===== config.mk =====
export PLATFORM = sky130hd
export DESIGN_NAME = mtx_remap_gen
export DESIGN_NICKNAME = d
export VERILOG_FILES = /design/src/rtl/mtx_remap_pkg.sv /design/src/rtl/mtx_remap_div.sv /design/src/rtl/mtx_remap_ctr.sv /design/src/rtl/mtx_remap_gen.sv
export SDC_FILE = /design/constraint.sdc
export NUM_CORES = 1
export LEC_CHECK = 0
export BUFFER_PORTS_ARGS = -buffer_cell sky130_fd_sc_hd__buf_2
export CAP_MARGIN = 20
export CORE_ASPECT_RATIO = 0.6
export CORE_MARGIN = 1
export CORE_UTILIZATION = 40
export CTS_CLUSTER_DIAMETER = 60
export DETAILED_ROUTE_END_ITERATION = 8
export PLACE_DENSITY = 0.68
export SYNTH_ARGS = -nofsm -noshare
export SYNTH_HDL_FRONTEND = slang
export SYNTH_SLANG_ARGS = --single-unit

===== constraint.sdc =====
create_clock -name clk -period 10.12 [get_ports clk]
set_input_delay 2.024 -clock clk [delete_from_list [all_inputs] [get_ports clk]]
set_output_delay 2.024 -clock clk [all_outputs]
set_load 0.01 [all_outputs]

===== src/rtl/mtx_remap_pkg.sv =====
package mtx_remap_pkg;

    typedef enum logic [2:0] {
        ST_IDLE,
        ST_WRAP,
        ST_SPLIT_IN,
        ST_SPLIT_MID,
        ST_CALC,
        ST_READY
    } gen_state_t;

    // axis numbers: 0 = x, 1 = y, 2 = z
    typedef struct packed {
        logic [1:0] inner;
        logic [1:0] mid;
        logic [1:0] outer;
    } nest_t;

    function automatic nest_t decode_nest(input logic [2:0] code);
        nest_t n;
        case (code)
            3'd1:    n = '{inner: 2'd0, mid: 2'd2, outer: 2'd1};
            3'd2:    n = '{inner: 2'd1, mid: 2'd0, outer: 2'd2};
            3'd3:    n = '{inner: 2'd1, mid: 2'd2, outer: 2'd0};
            3'd4:    n = '{inner: 2'd2, mid: 2'd0, outer: 2'd1};
            3'd5:    n = '{inner: 2'd2, mid: 2'd1, outer: 2'd0};
            default: n = '{inner: 2'd0, mid: 2'd1, outer: 2'd2};
        endcase
        return n;
    endfunction

endpackage


===== src/rtl/mtx_remap_div.sv =====
module mtx_remap_div #(
    parameter int W = 13
) (
    input  logic         clk,
    input  logic         rst_n,
    input  logic         go,
    input  logic [W-1:0] dvd,
    input  logic [W-1:0] dvs,
    output logic [W-1:0] quo,
    output logic [W-1:0] rem,
    output logic         fin
);
    localparam int CW = $clog2(W + 1);

    logic [W-1:0]  q_r, r_r, d_r;
    logic [CW-1:0] cnt;
    logic          run;
    logic [W:0]    sh, diff;
    logic          take;

    assign sh   = {r_r, q_r[W-1]};
    assign diff = sh - {1'b0, d_r};
    assign take = (sh >= {1'b0, d_r});

    always_ff @(posedge clk or negedge rst_n) begin
        if (!rst_n) begin
            q_r <= '0;
            r_r <= '0;
            d_r <= '0;
            cnt <= '0;
            run <= 1'b0;
            fin <= 1'b0;
        end else if (go) begin
            q_r <= dvd;
            r_r <= '0;
            d_r <= dvs;
            cnt <= CW'(W);
            run <= 1'b1;
            fin <= 1'b0;
        end else if (run) begin
            r_r <= take ? diff[W-1:0] : sh[W-1:0];
            q_r <= {q_r[W-2:0], take};
            cnt <= cnt - 1'b1;
            run <= (cnt != CW'(1));
            fin <= (cnt == CW'(1));
        end else begin
            fin <= 1'b0;
        end
    end

    assign quo = q_r;
    assign rem = r_r;

    // the remainder handed back is always below a nonzero divisor
    a_r4_rem_below_divisor: assert property (@(posedge clk) disable iff (!rst_n)
        (fin && d_r != '0) |-> (r_r < d_r));

endmodule


===== src/rtl/mtx_remap_ctr.sv =====
module mtx_remap_ctr
    import mtx_remap_pkg::*;
#(
    parameter int DW = 4
) (
    input  logic               clk,
    input  logic               rst_n,
    input  logic               load,
    input  logic               adv,
    input  logic [2:0][DW-1:0] ld_dig,
    input  logic [2:0][DW-1:0] lim,
    input  nest_t              nest,
    output logic [2:0][DW-1:0] dig
);
    logic [2:0]          at_max;
    logic [2:0][DW-1:0]  nxt;

    for (genvar a = 0; a < 3; a++) begin : g_axis
        assign at_max[a] = (dig[a] == lim[a]);
    end

    always_comb begin
        nxt = dig;
        if (!at_max[nest.inner]) begin
            nxt[nest.inner] = dig[nest.inner] + 1'b1;
        end else begin
            nxt[nest.inner] = '0;
            if (!at_max[nest.mid]) begin
                nxt[nest.mid] = dig[nest.mid] + 1'b1;
            end else begin
                nxt[nest.mid] = '0;
                if (!at_max[nest.outer]) begin
                    nxt[nest.outer] = dig[nest.outer] + 1'b1;
                end else begin
                    nxt[nest.outer] = '0;
                end
            end
        end
    end

    always_ff @(posedge clk or negedge rst_n) begin
        if (!rst_n) begin
            dig <= '0;
        end else if (load) begin
            dig <= ld_dig;
        end else if (adv) begin
            dig <= nxt;
        end
    end

endmodule


===== src/rtl/mtx_remap_gen.sv =====
module mtx_remap_gen
    import mtx_remap_pkg::*;
#(
    parameter int DW = 4,
    parameter int IW = 8
) (
    input  logic          clk,
    input  logic          rst_n,
    input  logic          start_i,
    input  logic [IW-1:0] start_idx_i,
    input  logic          step_i,
    input  logic [DW-1:0] cfg_xdim_i,
    input  logic [DW-1:0] cfg_ydim_i,
    input  logic [DW-1:0] cfg_zdim_i,
    input  logic [2:0]    cfg_perm_i,
    input  logic [IW-1:0] cfg_maxvl_i,
    input  logic [IW-1:0] cfg_vl_i,
    output logic          ready_o,
    output logic          done_o,
    output logic [IW-1:0] offset_o
);
    localparam int W = (IW > 3 * DW + 1) ? IW : 3 * DW + 1;

    gen_state_t         st, st_nxt;
    logic [IW-1:0]      li, off;
    logic [W-1:0]       rr, qq;
    logic [DW-1:0]      din;
    logic               div_go, div_fin;
    logic [W-1:0]       div_quo, div_rem, dvd, dvs;
    nest_t              nest;
    logic [2:0][DW-1:0] lim, dig, ld_dig;
    logic [W-1:0]       sz_x, sz_y, sz_z, sz_in, sz_mid, sz_out, sched, raw;
    logic               ctr_ld, ctr_adv;

    assign nest   = decode_nest(cfg_perm_i);
    assign lim    = {cfg_zdim_i, cfg_ydim_i, cfg_xdim_i};
    assign sz_x   = W'(cfg_xdim_i) + W'(1);
    assign sz_y   = W'(cfg_ydim_i) + W'(1);
    assign sz_z   = W'(cfg_zdim_i) + W'(1);
    assign sz_in  = W'(lim[nest.inner]) + W'(1);
    assign sz_mid = W'(lim[nest.mid]) + W'(1);
    assign sz_out = W'(lim[nest.outer]) + W'(1);
    assign sched  = sz_x * sz_y * sz_z;
    assign raw    = W'(dig[0]) + sz_x * W'(dig[1]) + sz_x * sz_y * W'(dig[2]);

    // next-state logic
    always_comb begin
        st_nxt = st;
        unique case (st)
            ST_IDLE:      st_nxt = ST_IDLE;
            ST_WRAP:      if (div_fin) st_nxt = ST_SPLIT_IN;
            ST_SPLIT_IN:  if (div_fin) st_nxt = ST_SPLIT_MID;
            ST_SPLIT_MID: if (div_fin) st_nxt = ST_CALC;
            ST_CALC:      if (div_fin) st_nxt = ST_READY;
            ST_READY:     if (step_i)  st_nxt = done_o ? ST_IDLE : ST_CALC;
            default:      st_nxt = ST_IDLE;
        endcase
        if (start_i) st_nxt = ST_WRAP;
    end

    // state register
    always_ff @(posedge clk or negedge rst_n) begin
        if (!rst_n) begin
            st     <= ST_IDLE;
            div_go <= 1'b0;
        end else begin
            st     <= st_nxt;
            div_go <= start_i ||
                      ((st_nxt != st) && (st_nxt != ST_IDLE) && (st_nxt != ST_READY));
        end
    end

    // divider operand selection per state
    always_comb begin
        unique case (st)
            ST_WRAP:      begin dvd = W'(li); dvs = sched;  end
            ST_SPLIT_IN:  begin dvd = rr;     dvs = sz_in;  end
            ST_SPLIT_MID: begin dvd = qq;     dvs = sz_mid; end
            default:      begin dvd = raw;    dvs = W'(cfg_maxvl_i); end
        endcase
    end

    mtx_remap_div #(.W(W)) i_div (
        .clk  (clk),
        .rst_n(rst_n),
        .go   (div_go),
        .dvd  (dvd),
        .dvs  (dvs),
        .quo  (div_quo),
        .rem  (div_rem),
        .fin  (div_fin)
    );

    always_comb begin
        ld_dig              = '0;
        ld_dig[nest.inner]  = din;
        ld_dig[nest.mid]    = div_rem[DW-1:0];
        ld_dig[nest.outer]  = div_quo[DW-1:0];
    end

    assign ctr_ld  = (st == ST_SPLIT_MID) && div_fin && !start_i;
    assign ctr_adv = (st == ST_READY) && step_i && !done_o && !start_i;

    mtx_remap_ctr #(.DW(DW)) i_ctr (
        .clk   (clk),
        .rst_n (rst_n),
        .load  (ctr_ld),
        .adv   (ctr_adv),
        .ld_dig(ld_dig),
        .lim   (lim),
        .nest  (nest),
        .dig   (dig)
    );

    // datapath registers
    always_ff @(posedge clk or negedge rst_n) begin
        if (!rst_n) begin
            li  <= '0;
            rr  <= '0;
            qq  <= '0;
            din <= '0;
            off <= '0;
        end else if (start_i) begin
            li <= start_idx_i;
        end else begin
            if (st == ST_WRAP && div_fin) rr <= div_rem;
            if (st == ST_SPLIT_IN && div_fin) begin
                din <= div_rem[DW-1:0];
                qq  <= div_quo;
            end
            if (st == ST_CALC && div_fin) off <= div_rem[IW-1:0];
            if (ctr_adv) li <= li + 1'b1;
        end
    end

    // outputs
    always_comb begin
        ready_o  = (st == ST_READY);
        done_o   = (st == ST_READY) && (li == cfg_vl_i - 1'b1);
        offset_o = off;
    end

    // every presented offset is below MAXVL
    a_r4_offset_below_maxvl: assert property (@(posedge clk) disable iff (!rst_n)
        (ready_o && cfg_maxvl_i != '0) |-> (offset_o < cfg_maxvl_i));

    // digits recovered on resume fit their axes
    a_r8_inner_digit_fits: assert property (@(posedge clk) disable iff (!rst_n)
        (st == ST_SPLIT_IN && div_fin) |-> (div_rem < sz_in));
    a_r8_outer_digit_fits: assert property (@(posedge clk) disable iff (!rst_n)
        (st == ST_SPLIT_MID && div_fin) |-> (div_rem < sz_mid && div_quo < sz_out));

    // the schedule position stays inside the shape while shown
    a_r3_digits_in_range: assert property (@(posedge clk) disable iff (!rst_n)
        ready_o |-> (dig[0] <= lim[0] && dig[1] <= lim[1] && dig[2] <= lim[2]));

    // an accepted step moves the linear index by one
    a_r9_step_advances_index: assert property (@(posedge clk) disable iff (!rst_n)
        (ready_o && step_i && !done_o && !start_i) |=> (li == $past(li) + 1'b1));

    // stepping past the last element leaves READY
    a_r9_done_step_idles: assert property (@(posedge clk) disable iff (!rst_n)
        (done_o && step_i) |=> !ready_o);

    // a start always withdraws the current offset
    a_r10_start_drops_ready: assert property (@(posedge clk) disable iff (!rst_n)
        start_i |=> !ready_o);

endmodule


==> run metrics <==
number of buffers created by CTS 9; Seq cells post-synth approximately 110; Num Clock Sinks approximately 110; quantity of hold-fixing buffers added after cts 0; synth warn 0; ANT cells 0; Register-to-Register Path Depth 18; count of routing violations after the opening detailed-route iteration 1,102; sum of negative setup slack 0 ns; mean instance size in the synthesized netlist between 8 and 9 um2; die outline area a little over 30,000 um2; first drt pass iteration count 5; data arrival time of the critical path around 9.2 ns; startpoint of the worst register-to-register path i_ctr.dig[10]$_DFFE_PN0P_; clock network latency to the later pin of the worst-skew pair roughly 0.38 ns; Tot GR Track Use 23.2%; max-capacitance violation count 0; placed instance area roughly 13,000 um2; Worst Hold Path EP i_div.d_r[0]$_DFFE_PN0P_; via count of the first global-routing pass just over 10,000; number of standard cells after synthesis 1,420; Via density around 5.7; wire length of the first global-routing pass 55.9 mm; Post-route DRC 0; slowest cell on the critical path sky130_fd_sc_hd__fa_1; pin count of the biggest net entering global routing a little over 80; number of max-slew violations in the final report 0; count of H-tree levels built during CTS 3; count of vias placed by the detailed router 10,400; num ports 53; hold path startpoint i_div.d_r[0]$_DFFE_PN0P_; maximum count of clock buffers along a single path 2; total number of placement rows 49; post-synthesis instance area 12,200 um2; number of hold violations in the final report 0; worst setup path start cfg_xdim_i[0]; Final Cycle Share around nine tenths; CP max stage delay between 0.5 and 0.6 ns; post-route cell area roughly 13,000 um2; fraction of final layout cells sized beyond drive strength 1 between 10% and 20%; TritonCTS clock tree done; share of Yosys cell area claimed by the top area cell type between 20% and 30%; effective utilization at floorplan between 40% and 50%; critical path class in2reg; Reg2Reg Capture Point i_div.quo[12]$_DFFE_PN0P_; HPWL after detailed placement 26.5 mm; Final #Nets 1,631; class of the worst hold path reg2reg; antenna violations before repair 0; net count after synthesis 1,632; endpoint type of the worst setup path register; Critical Path Most Common Cell sky130_fd_sc_hd__fa_1; Synth area leaders sky130_fd_sc_hd__dfrtp_1 22%, sky130_fd_sc_hd__fa_1 12%, sky130_fd_sc_hd__ha_1 10%; maximum vdd drop 0.166 mV; area of the core between 20,000 and 30,000 um2; minimum clock period after layout between 8 and 9 ns; register area share after synthesis between 20% and 30%; routability cong. slightly below 1; fraction of synthesis flops using an asynchronous set or reset pin 100%; pin slew with the least headroom to its limit roughly 0.89 ns; antenna-violating nets left 0; cell accounting for the most synthesized area sky130_fd_sc_hd__dfrtp_1; Die Y about 140 um; crit path max fanout 16; gr ovfl total 0; flop-to-flop setup slack between 5 and 6 ns; data required time of the worst path 10.37 ns; Layout Area Growth over Synthesis 7.10%; tightest slew margin relative to the limit between 40% and 50%; crit path launch type input pin; clock-pin slew reported for the worst setup and hold paths after clock tree synthesis roughly 0.070 ns; input/output buffers 52; dominant cell by count in the synthesized netlist sky130_fd_sc_hd__inv_1; number of distinct library cells after synthesis around 80; routed length per instance 18.7 um; width of the die about 230 um; peak clock frequency supported by timing 111 MHz; result of the run complete, no violations; most numerous cell types in the synthesized netlist 159 x sky130_fd_sc_hd__inv_1, 122 x sky130_fd_sc_hd__nor2_1, 113 x sky130_fd_sc_hd__nand2_1; Most used DFF post-synth sky130_fd_sc_hd__dfrtp_1; Static Leakage approximately 0.0062 uW; worst hold path cell count 1; setup repair after global routing missed its margin false; Resized cells post-CTS 0; number of enable flip-flop cells after synthesis 0; final WL 34.2 mm; final-report setup violation count 0; Power Density between 150 and 200 nW/um2; post-CTS setup buffers 0; buffer type at the clock tree root sky130_fd_sc_hd__clkbuf_16; Clock Skews 0.0133 ns
kinds of logic after synthesis:
family / after synthesis / synth area share, %
buffers and inverters: 238 / 7.81
DFF: 107 / 22.0
xor gates and xnor gates: 89 / 6.52
AOI/OAI and AO/OA: 293 / 16.6
adders and majority gates: 169 / 21.8
muxes: 92 / 8.02
and+or+nand+nor: 432 / 17.2
where the power goes:
| group | switching, uW | total [uW] | internal, uW |
|---|---|---|---|
| Clock | 183 | 362 | 179 |
| Sequential | 86.8 | 568 | 481 |
| Combinational | 778 | 1380 | 598 |
state kept, by name (all words and copies together) (netlist names), 3 cells and up:
register / cells
i_div.d_r: 13
i_div.quo: 13
i_div.rem: 13
qq: 13
rr: 13
i_ctr.dig: 12
li: 8
offset_o: 8
din: 4
i_div.cnt: 4
st: 3
cells in the final DEF (no fill, tap or decap), types with 17 or more instances in the layout:
master / count
sky130_fd_sc_hd__inv_1: 159
sky130_fd_sc_hd__nor2_1: 122
sky130_fd_sc_hd__nand2_1: 113
sky130_fd_sc_hd__dfrtp_1: 106
sky130_fd_sc_hd__ha_1: 97
sky130_fd_sc_hd__fa_1: 72
sky130_fd_sc_hd__a21oi_1: 65
sky130_fd_sc_hd__xnor2_1: 54
sky130_fd_sc_hd__o21ai_0: 54
sky130_fd_sc_hd__buf_2: 51
sky130_fd_sc_hd__mux2i_1: 49
sky130_fd_sc_hd__and2_1: 47
sky130_fd_sc_hd__mux2_2: 43
sky130_fd_sc_hd__xor2_1: 34
sky130_fd_sc_hd__nor3_1: 26
sky130_fd_sc_hd__a211oi_1: 25
sky130_fd_sc_hd__nand3_1: 24
sky130_fd_sc_hd__nor2b_1: 22
sky130_fd_sc_hd__nand2b_1: 21
sky130_fd_sc_hd__a22oi_1: 17
cell type report:
cell class | instances | area [um2]
clock buffers | 10 | 239
clock inverters | 6 | 56.3
fillers | 3003 | 16900
inverters | 159 | 597
multi-input cells | 1075 | 8540
flip-flops and latches | 107 | 2680
well taps | 408 | 510
repair buffers | 67 | 403
stage by stage:
stage / setup slack (ns) / hold WS, ns / power [uW] / util [%] / cells
floorplan: 1.56 / 0.450 / 1590 / - / 1420
global placement: 0.946 / 0.463 / 1890 / 42.4 / 1814
detailed placement: 0.829 / 0.479 / 1920 / 42.4 / 1814
CTS: 1.16 / 0.496 / 2300 / 43.4 / 1830
global route: 0.656 / 0.516 / 2530 / 43.5 / 1832
finish: 1.13 / 0.493 / 2310 / 43.5 / 1832
metal layers:
| metal | GRT usage (%) | vias to the layer above | wire length [um] |
|---|---|---|---|
| met5 | 0 | - | 0 |
| met1 | 36.2 | 5062 | 17200 |
| li1 | - | 4882 | - |
| met4 | 4.40 | 0 | 409 |
| met2 | 32.0 | 390 | 13700 |
| met3 | 5.45 | 35 | 2890 |
worst max-delay path: cells and delay by family:
kind / cells / cell delay, ns
compound gates: 6 / 1.12
xor+xnor: 3 / 0.56
fa+ha+maj: 10 / 4.20
buf+inv: 7 / 0.69
simple gates: 4 / 0.64
how the worst max path moves through the flow:
stage | cells past startpoint | end | slack, ns
after floorplan | 28 | i_div.quo[10]$_DFFE_PN0P_ | 1.56
after global placement | 30 | i_div.quo[10]$_DFFE_PN0P_ | 0.95
after detailed placement | 30 | i_div.quo[10]$_DFFE_PN0P_ | 0.83
after CTS | 30 | i_div.quo[10]$_DFFE_PN0P_ | 1.16
after global routing | 30 | i_div.quo[12]$_DFFE_PN0P_ | 0.66
final | 30 | i_div.quo[12]$_DFFE_PN0P_ | 1.13
No activity file was read; power rests on OpenSTA's default activity.
